<file path="src/rtl/i2cm_pkg.sv">
// Shared types and constants of the I2C master command front end.
// Assumes an 8-bit register port with 3-bit offsets.
package i2cm_pkg;
    localparam int REG_AW = 3;

    // Register offsets
    localparam logic [REG_AW-1:0] OFS_SLV   = 3'd0;
    localparam logic [REG_AW-1:0] OFS_CMD   = 3'd1;
    localparam logic [REG_AW-1:0] OFS_DATA  = 3'd2;
    localparam logic [REG_AW-1:0] OFS_PER   = 3'd3;
    localparam logic [REG_AW-1:0] OFS_IEN   = 3'd4;
    localparam logic [REG_AW-1:0] OFS_IRAW  = 3'd5;
    localparam logic [REG_AW-1:0] OFS_IMSK  = 3'd6;
    localparam logic [REG_AW-1:0] OFS_CFG   = 3'd7;

    // Command bits, configuration enable bit, status bits
    localparam int CMD_RUN   = 0;
    localparam int CMD_START = 1;
    localparam int CMD_STOP  = 2;
    localparam int CFG_EN    = 4;
    localparam int ST_BUSY   = 0;
    localparam int ST_ERR    = 1;
    localparam int ST_ARB    = 4;
    localparam int ST_IDLE   = 5;

    typedef enum logic [1:0] {
        OP_START = 2'd0,
        OP_XFER  = 2'd1,
        OP_END   = 2'd2
    } bus_op_e;

    typedef enum logic [2:0] {
        SQ_IDLE, SQ_START, SQ_RUN, SQ_XFER, SQ_STOP, SQ_END
    } seq_state_e;
endpackage

</file>
<file path="src/rtl/i2cm_regs.sv">
// Register file of the I2C master front end: slave address, data,
// period, configuration, interrupt enable and raw interrupt, plus the
// combinational read mux. Assumes rx_load and raw_set are single-cycle
// strobes from the sequencer.
module i2cm_regs
    import i2cm_pkg::*;
#(
    parameter int                DW         = 8,
    parameter logic [DW-1:0]     CFG_MASK   = 8'h31,
    parameter logic [DW-1:0]     PERIOD_RST = 8'h01
) (
    input  logic              clk,
    input  logic              rst_n,
    input  logic              we,
    input  logic [REG_AW-1:0] addr,
    input  logic [DW-1:0]     wdata,
    input  logic              rx_load,
    input  logic [DW-1:0]     rx_data,
    input  logic              raw_set,
    input  logic [DW-1:0]     status,
    output logic [DW-1:0]     rdata,
    output logic [DW-1:0]     slv,
    output logic [DW-1:0]     data,
    output logic              cfg_en,
    output logic              raw,
    output logic              irq
);
    logic [DW-1:0] period;
    logic [DW-1:0] cfg;
    logic          ien;
    logic          raw_clr;

    assign raw_clr = we && (addr == OFS_IRAW) && wdata[0];
    assign cfg_en  = cfg[CFG_EN];
    assign irq     = raw & ien;

    // Store software-written registers; the received byte overrides data.
    always_ff @(posedge clk) begin
        if (!rst_n) begin
            slv    <= '0;
            data   <= '0;
            period <= PERIOD_RST;
            cfg    <= '0;
            ien    <= 1'b0;
        end else begin
            if (we) begin
                unique case (addr)
                    OFS_SLV: slv    <= wdata;
                    OFS_PER: period <= wdata;
                    OFS_IEN: ien    <= wdata[0];
                    OFS_CFG: cfg    <= wdata & CFG_MASK;
                    default: ;
                endcase
            end
            if (rx_load)
                data <= rx_data;
            else if (we && addr == OFS_DATA)
                data <= wdata;
        end
    end

    // Raw interrupt: set by a finished byte, cleared by a write of 1.
    always_ff @(posedge clk) begin
        if (!rst_n) raw <= 1'b0;
        else        raw <= raw_set | (raw & ~raw_clr);
    end

    // Read multiplexer.
    always_comb begin
        rdata = '0;
        unique case (addr)
            OFS_SLV:  rdata = slv;
            OFS_CMD:  rdata = status;
            OFS_DATA: rdata = data;
            OFS_PER:  rdata = period;
            OFS_IEN:  rdata[0] = ien;
            OFS_IRAW: rdata[0] = raw;
            OFS_IMSK: rdata[0] = raw & ien;
            OFS_CFG:  rdata = cfg;
            default:  rdata = '0;
        endcase
    end
endmodule

</file>
<file path="src/rtl/i2cm_seq.sv">
// Command sequencer: runs the start, byte and release phases of one
// accepted command in that order, holding each bus request until done.
// Owns the busy, error and arbitration-lost flags. Assumes bus_done is
// a one-cycle pulse given only while bus_req is high.
module i2cm_seq
    import i2cm_pkg::*;
#(
    parameter int DW = 8,
    localparam int AW = DW - 1
) (
    input  logic          clk,
    input  logic          rst_n,
    input  logic          cmd_go,
    input  logic [DW-1:0] cmd,
    input  logic [DW-1:0] slv,
    input  logic [DW-1:0] data,
    input  logic          bus_done,
    input  logic          bus_fail,
    input  logic          bus_active,
    output logic          idle,
    output logic          busy,
    output logic          err,
    output logic          arb,
    output logic          raw_set,
    output logic          rx_load,
    output logic          bus_req,
    output logic [1:0]    bus_op,
    output logic          bus_rd,
    output logic [AW-1:0] bus_addr,
    output logic [DW-1:0] bus_wdata
);
    seq_state_e state;
    logic       run_q;
    logic       stop_q;

    // Phase sequencing and flag updates.
    always_ff @(posedge clk) begin
        if (!rst_n) begin
            state  <= SQ_IDLE;
            run_q  <= 1'b0;
            stop_q <= 1'b0;
            busy   <= 1'b0;
            err    <= 1'b0;
            arb    <= 1'b0;
        end else begin
            unique case (state)
                SQ_IDLE: if (cmd_go) begin
                    run_q  <= cmd[CMD_RUN];
                    stop_q <= cmd[CMD_STOP];
                    state  <= (cmd[CMD_START] && !busy) ? SQ_START : SQ_RUN;
                end
                SQ_START: if (bus_done) begin
                    if (bus_fail) arb <= 1'b1;
                    else begin
                        arb  <= 1'b0;
                        busy <= 1'b1;
                    end
                    state <= SQ_RUN;
                end
                SQ_RUN: begin
                    if (!run_q) state <= SQ_STOP;
                    else if (!bus_active || !busy) begin
                        err   <= 1'b1;
                        state <= SQ_STOP;
                    end else begin
                        err   <= 1'b0;
                        state <= SQ_XFER;
                    end
                end
                SQ_XFER: if (bus_done) state <= SQ_STOP;
                SQ_STOP: state <= stop_q ? SQ_END : SQ_IDLE;
                SQ_END: if (bus_done) begin
                    busy  <= 1'b0;
                    state <= SQ_IDLE;
                end
                default: state <= SQ_IDLE;
            endcase
        end
    end

    // Bus request outputs decoded from the phase.
    always_comb begin
        bus_req = (state == SQ_START) || (state == SQ_XFER) || (state == SQ_END);
        unique case (state)
            SQ_XFER: bus_op = OP_XFER;
            SQ_END:  bus_op = OP_END;
            default: bus_op = OP_START;
        endcase
    end

    assign idle      = (state == SQ_IDLE);
    assign bus_rd    = slv[0];
    assign bus_addr  = slv[DW-1:1];
    assign bus_wdata = data;
    assign raw_set   = (state == SQ_XFER) && bus_done;
    assign rx_load   = raw_set && slv[0];
endmodule

</file>
<file path="src/rtl/i2cm_ctrl.sv">
// Top of the I2C master command front end: joins the register file and
// the sequencer, gates command writes and builds the status word.
// Assumes a bus side that answers each request with one done pulse.
module i2cm_ctrl
    import i2cm_pkg::*;
#(
    parameter int DW = 8,
    localparam int AW = DW - 1
) (
    input  logic              clk,
    input  logic              rst_n,
    input  logic              reg_we,
    input  logic [REG_AW-1:0] reg_addr,
    input  logic [DW-1:0]     reg_wdata,
    output logic [DW-1:0]     reg_rdata,
    output logic              irq,
    output logic              bus_req,
    output logic [1:0]        bus_op,
    output logic              bus_rd,
    output logic [AW-1:0]     bus_addr,
    output logic [DW-1:0]     bus_wdata,
    input  logic              bus_done,
    input  logic              bus_fail,
    input  logic [DW-1:0]     bus_rdata,
    input  logic              bus_active,
    output logic              bus_abort
);
    logic          busy, err, arb, idle, cfg_en, irq_raw;
    logic          raw_set, rx_load, cmd_go;
    logic [DW-1:0] slv, data, status;

    assign cmd_go = reg_we && (reg_addr == OFS_CMD) && cfg_en && idle;

    // Status word assembled from the sequencer flags.
    always_comb begin
        status          = '0;
        status[ST_BUSY] = busy;
        status[ST_ERR]  = err;
        status[ST_ARB]  = arb;
        status[ST_IDLE] = 1'b1;
    end

    assign bus_abort = !rst_n && busy;

    i2cm_regs #(.DW(DW)) u_regs (
        .clk     (clk),
        .rst_n   (rst_n),
        .we      (reg_we),
        .addr    (reg_addr),
        .wdata   (reg_wdata),
        .rx_load (rx_load),
        .rx_data (bus_rdata),
        .raw_set (raw_set),
        .status  (status),
        .rdata   (reg_rdata),
        .slv     (slv),
        .data    (data),
        .cfg_en  (cfg_en),
        .raw     (irq_raw),
        .irq     (irq)
    );

    i2cm_seq #(.DW(DW)) u_seq (
        .clk        (clk),
        .rst_n      (rst_n),
        .cmd_go     (cmd_go),
        .cmd        (reg_wdata),
        .slv        (slv),
        .data       (data),
        .bus_done   (bus_done),
        .bus_fail   (bus_fail),
        .bus_active (bus_active),
        .idle       (idle),
        .busy       (busy),
        .err        (err),
        .arb        (arb),
        .raw_set    (raw_set),
        .rx_load    (rx_load),
        .bus_req    (bus_req),
        .bus_op     (bus_op),
        .bus_rd     (bus_rd),
        .bus_addr   (bus_addr),
        .bus_wdata  (bus_wdata)
    );
endmodule

</file>
<file path="config.mk">
export PLATFORM = sky130hd
export DESIGN_NAME = i2cm_ctrl
export DESIGN_NICKNAME = d
export VERILOG_FILES = /design/src/rtl/i2cm_pkg.sv /design/src/rtl/i2cm_regs.sv /design/src/rtl/i2cm_seq.sv /design/src/rtl/i2cm_ctrl.sv
export SDC_FILE = /design/constraint.sdc
export NUM_CORES = 1
export LEC_CHECK = 0
export BUFFER_PORTS_ARGS = -buffer_cell sky130_fd_sc_hd__buf_2
export CAP_MARGIN = 20
export CORE_AREA = 2 2 71 73
export DETAILED_ROUTE_END_ITERATION = 10
export DIE_AREA = 0 0 73 75
export PLACE_DENSITY = 0.8
export SLEW_MARGIN = 0
export SYNTH_ARGS = -nofsm -noshare
export SYNTH_HDL_FRONTEND = slang
export SYNTH_HIERARCHICAL = 1
export SYNTH_SLANG_ARGS = --single-unit
</file>
<file path="constraint.sdc">
create_clock -name clk -period 1.9 [get_ports clk]
set_input_delay 0.38 -clock clk [delete_from_list [all_inputs] [get_ports clk]]
set_output_delay 0.38 -clock clk [all_outputs]
set_load 0.05 [all_outputs]
</file>
Yosys cells after proc, flatten, opt, wreduce, memory -nomap -nowiden
Cells that the tools add are included.

Add/subtract/negate cells: 0. Multiply operators: 0. Divide/modulo/power cells: 0. $lt $le $gt $ge: 0. Equal/unequal tests: 17. Shift-type cells: 0. Mux-type cells: 20. Bitwise gates (word level): 4. Reductions and logical operators: 29.

Operators with widths (number): one-hot mux 7 bit (5 select lines) (1); two-way mux 3 bit (7); equality test 3 bit, second input constant (6); one-hot mux 3 bit (6 select lines) (1); two-way mux 8 bit (2); AND reduction 2 bit (7); equality test 3 x 2 -> 1 bit, second input constant (4); logical AND 1 bit (10); inequality test 2 bit, second input constant (4); one-hot mux 1 bit (8 select lines) (1); AND reduction 4 bit (2); equality test 3 x 1 -> 1 bit, second input constant (2); logical NOT 3 bit (2); two-way mux 1 bit (5); one-hot mux 2 bit (2 select lines) (1); nonzero test 2 bit (2); logical NOT 1 bit (3); logical OR 1 bit (3); AND 1 bit (2); two-way mux 2 bit (1); inequality test 2 x 1 -> 1 bit, second input constant (1); one-hot mux 1 bit (2 select lines) (1); NOT 1 bit (1); bitwise OR 1 bit (1).

Register bits: 37. Bits in latches: 0. Memory bits (writable): 0. ROM bits: 0. Input port bits: 25. Memories kept: 0.

Longest topological paths before layout
Depth after elaboration: 6. Mapped depth: 8. Gate-level depth less buffers: 7.

Hierarchy
The synthesis kept the hierarchy.

By module, submodules not included: i2cm_regs (instances 1, cells each 158, area each 1540.2 µm², sequential area each 580.6 µm²); i2cm_seq (instances 1, cells each 73, area each 584.3 µm², sequential area each 160.2 µm²); i2cm_ctrl (instances 1, cells each 5, area each 35.0 µm², sequential area each 0.0 µm²).

Worst setup path before layout
OpenSTA, ideal clock, no wires.

Path type: reg2out. Start: reg u_seq.state[2]. End: out bus_op[1]. Data arrival time: 1.737 ns. Required time: 1.520 ns. Slack: -0.217 ns. Stages on the path, launching flop included: 4. Path buffers: 1. Cell sequence: dfxtp_1 buf_2 inv_1 nor3_1.

Longest elaborated chain between the ends: 2.

RTL lines: from (decl) (RTL line i2cm_seq.sv:32) `seq_state_e state;`; from (signal assigned) (RTL line i2cm_seq.sv:50) `state <= (cmd[CMD_START] && !busy) ? SQ_START : SQ_RUN;`; from (signal assigned) (RTL line i2cm_seq.sv:71) `SQ_STOP: state <= stop_q ? SQ_END : SQ_IDLE;`; equality test 3 bit or equality test 3 x 2 -> 1 bit (tied branches) (RTL line i2cm_seq.sv:84) `unique case (state)`; one-hot mux 2 bit (2 select lines) (*) (RTL line i2cm_seq.sv:84); to (decl) (RTL line i2cm_ctrl.sv:18) `output logic [1:0] bus_op,`.

Every way passes the cells marked *; elsewhere a longest branch is shown, timed or not.

Worst setup path after layout
Start: reg u_regs.raw. End: out reg_rdata[0].

Longest elaborated chain between the ends: 2.

RTL lines: from (decl) (RTL line i2cm_regs.sv:25) `output logic raw,`; from (signal assigned) (RTL line i2cm_regs.sv:65) `else raw <= raw_set | (raw & ~raw_clr);`; AND 1 bit (RTL line i2cm_regs.sv:78) `OFS_IMSK: rdata[0] = raw & ien;`; one-hot mux 1 bit (8 select lines) (*) (RTL line i2cm_regs.sv:71) `unique case (addr)`; to (decl) (RTL line i2cm_ctrl.sv:15) `output logic [DW-1:0] reg_rdata,`.

Marked as above.

==> flow_summary.toml <==
[global_routing]
track_usage_pct = 20.1
grt_remaining_overflow = 0
grt_max_degree = 36
first_global_vias = 1754
grt_antenna_before_repair = 0
grt_pass1_wl_um = 8250

[clock_tree]
clk_latency_ps = 300
cts_max_level = 2
root_buffer = "clkbuf_8"
clock_sinks = 37
cts_buffer_depth = 2
clk_pin_slew_ps = 80
holdBufCountCts = 0
cts_tree = "done"
numCtsBuffers = 5

[hold_path]
holdCritPathClass = "in -> reg"
hold_start = "reg_wdata[7]"
whs_path_depth = 3

[critical_path]
reg2reg_depth = 7
cp-end-kind = "primary output"
arrival_ps = 1660
reg2reg_from = "u_seq/state[2]$_SDFFE_PN0P_"
reg2reg_slack_ps = 180
worstSetupPathType = "reg -> out"
critical_path_required_ps = 1520
crit_fanout = 3
endpoint = "reg_rdata[0]"
reg2reg_to = "u_seq/state[1]$_SDFFE_PN0P_"
crit_start = "u_regs/raw$_SDFF_PN0_"
cp-start-kind = "flop"

[timing]
finalMaxSlewViolations = 0
worst_slack_ps = -138
clock_skew_ps = 10.4
rsz0062_at_grt = "yes"
finalHoldViolations = 0
fin_setup_tns_ps = -138
fin_crit_ps = 2040
fmax_mhz = 491
finalSetupViolations = 1
fin_crit_sh_pct = 107

[final_layout]
instances_no_fill = 342
antenna_cells = 0
fillers = 397
area_growth_pct = 22.2
fin_nets = 312
drive_gt1_share_pct = 38.9
utilization_pct = 56.6

[placed_design]
post-place-cells = 334
finalWeightedCongestion = 0.940
io_buffers = 53
place_hpwl_um = 3750

[synthesis]
synthCells = 236
ys_seq_area_share_pct = 34.3
synth_edf_count = 0
syn_area_mm2 = 0.00216
synthArstFlopShare_pct = 0
ys.flop_type = "dfxtp_1"
ys_warn_count = 6
synth_top_area_share_pct = 34.3
synth_area_per_cell_um2 = 9.15
yosys.cell_types.count = 45
yosys-top-cells-count = "nand2_1, dfxtp_1, buf_4"
yosysMostFrequentCell = "nand2_1"
ys_ff_latch = 37
synth_top_cell_by_area = "dfxtp_1"
ys_top_cells_by_area = "dfxtp_1, nand2_1, buf_4"

[route]
vias = 1872
drt-initial-drc-count = 73
routed_wl_um = 5190
vias_per_cell = 5.47
drt_pass1_iterations = 4
wire_per_inst_um = 15.2
post-route-drc-count = 0
antenna_left = 0

[power_and_ir_drop]
p_int_mw = 1.31
total_power_mw = 1.75
ir_drop_mv = 0.401
p_sw_uw = 437
swShare_pct = 24.9
p_per_area_mw_per_mm2 = 664
power_frac_seq_pct = 45.4
clock_power_share_pct = 40.9
power_frac_comb_pct = 13.7
p_leak_nw = 1.12

[floorplanning]
initial_utilization_pct = 46.3
row_count = 25
fp.dieArea_mm2 = 0.00548
io_pins = 54
coreArea_mm2 = 0.00466
die_x_um = 73
die_h_um = 75

[job]
maxCapViolations = 0

[status]
violations = "negative setup slack"
outcome = "complete, but fails checks"
[power groups by stage]
stage               combinational [mW]  sequential, mW  clock, mW
global route                     0.258           0.797      0.763
CTS                              0.238           0.797      0.730
global placement                 0.228           0.814          0
floorplan                        0.161           0.812          0
finish                           0.240           0.795      0.716
detailed placement               0.232           0.815          0
[logic make-up after synthesis]
group                  synth area share (%)
AO/OA/AOI/OAI                          17.3
AND/OR/NAND/NOR                        21.3
buffers and inverters                  11.2
other                                 0.348
flip-flops                             34.3
multiplexers                           15.5
[sequential cells by signal, indices dropped and copies added (netlist names), 3 cells and up]
name           cells
u_regs/data        8
u_regs/period      8
u_regs/slv         8
u_regs/cfg         3
u_seq/state        3
[metrics by stage]
step	setup slack (ps)	hold WS (ps)	instance area (um^2)
finish	-138	338	2640
global route	-175	349	2640
CTS	-145	333	2620
detailed placement	-157	455	2480
global placement	-127	450	2480
floorplan	2.18	432	2190
[area by class of cell]
class	count	area [um^2]	area share (%)
well taps	54	67.6	2.56
clock inverters	2	37.5	1.42
repair buffers	73	470	17.8
flip-flops and latches	37	747	28.3
multi-input cells	165	1210	46.0
clock buffers	6	82.6	3.13
inverters	5	18.8	0.711
[critical path: stages (launching register included)]
cell,delay [ps]
dfxtp_2,330
and2_4,150
mux4_2,440
mux2_4,290
buf_8,150
[cell usage in the layout (no fill, tap or decap), types with 6 or more instances in the layout]
| cell type | Yosys | routed |
|---|---|---|
| a21boi_0 | 7 | 7 |
| a21boi_1 | 9 | 9 |
| a21oi_1 | 13 | 13 |
| buf_2 | 5 | 47 |
| buf_4 | 18 | 20 |
| clkbuf_8 | 0 | 6 |
| dfxtp_1 | 37 | 34 |
| mux2i_1 | 11 | 11 |
| mux4_2 | 5 | 6 |
| nand2_1 | 39 | 39 |
| o21ai_0 | 11 | 11 |
[per-layer routing]
layer	part of all wire [%]	GRT usage, %	vias up	wire [um]
li1	-	-	916	-
met1	44	24.8	890	2260
met2	49	34.6	59	2570
met3	5.5	3.35	7	287
met4	1.4	9.05	0	74
met5	0	0	-	0
[worst min-delay path by stage]
stage | end | slack [ps]
after floorplan | u_regs/period[0]$_SDFFE_PN1P_ | 430
after global placement | u_regs/period[1]$_SDFFE_PN0P_ | 450
after detailed placement | u_regs/period[0]$_SDFFE_PN1P_ | 460
after CTS | u_regs/slv[3]$_SDFFE_PN0P_ | 330
after global routing | u_seq/arb$_SDFFE_PN0P_ | 350
final | u_regs/slv[7]$_SDFFE_PN0P_ | 340
[repair_timing]
item / CTS / global route
pin swaps: 0 / 1
gates resized for setup: 10 / 8
buffers inserted: 0 / 0
endpoints found under the setup margin: 7 / 10
Power figures use the tool's default switching activity.
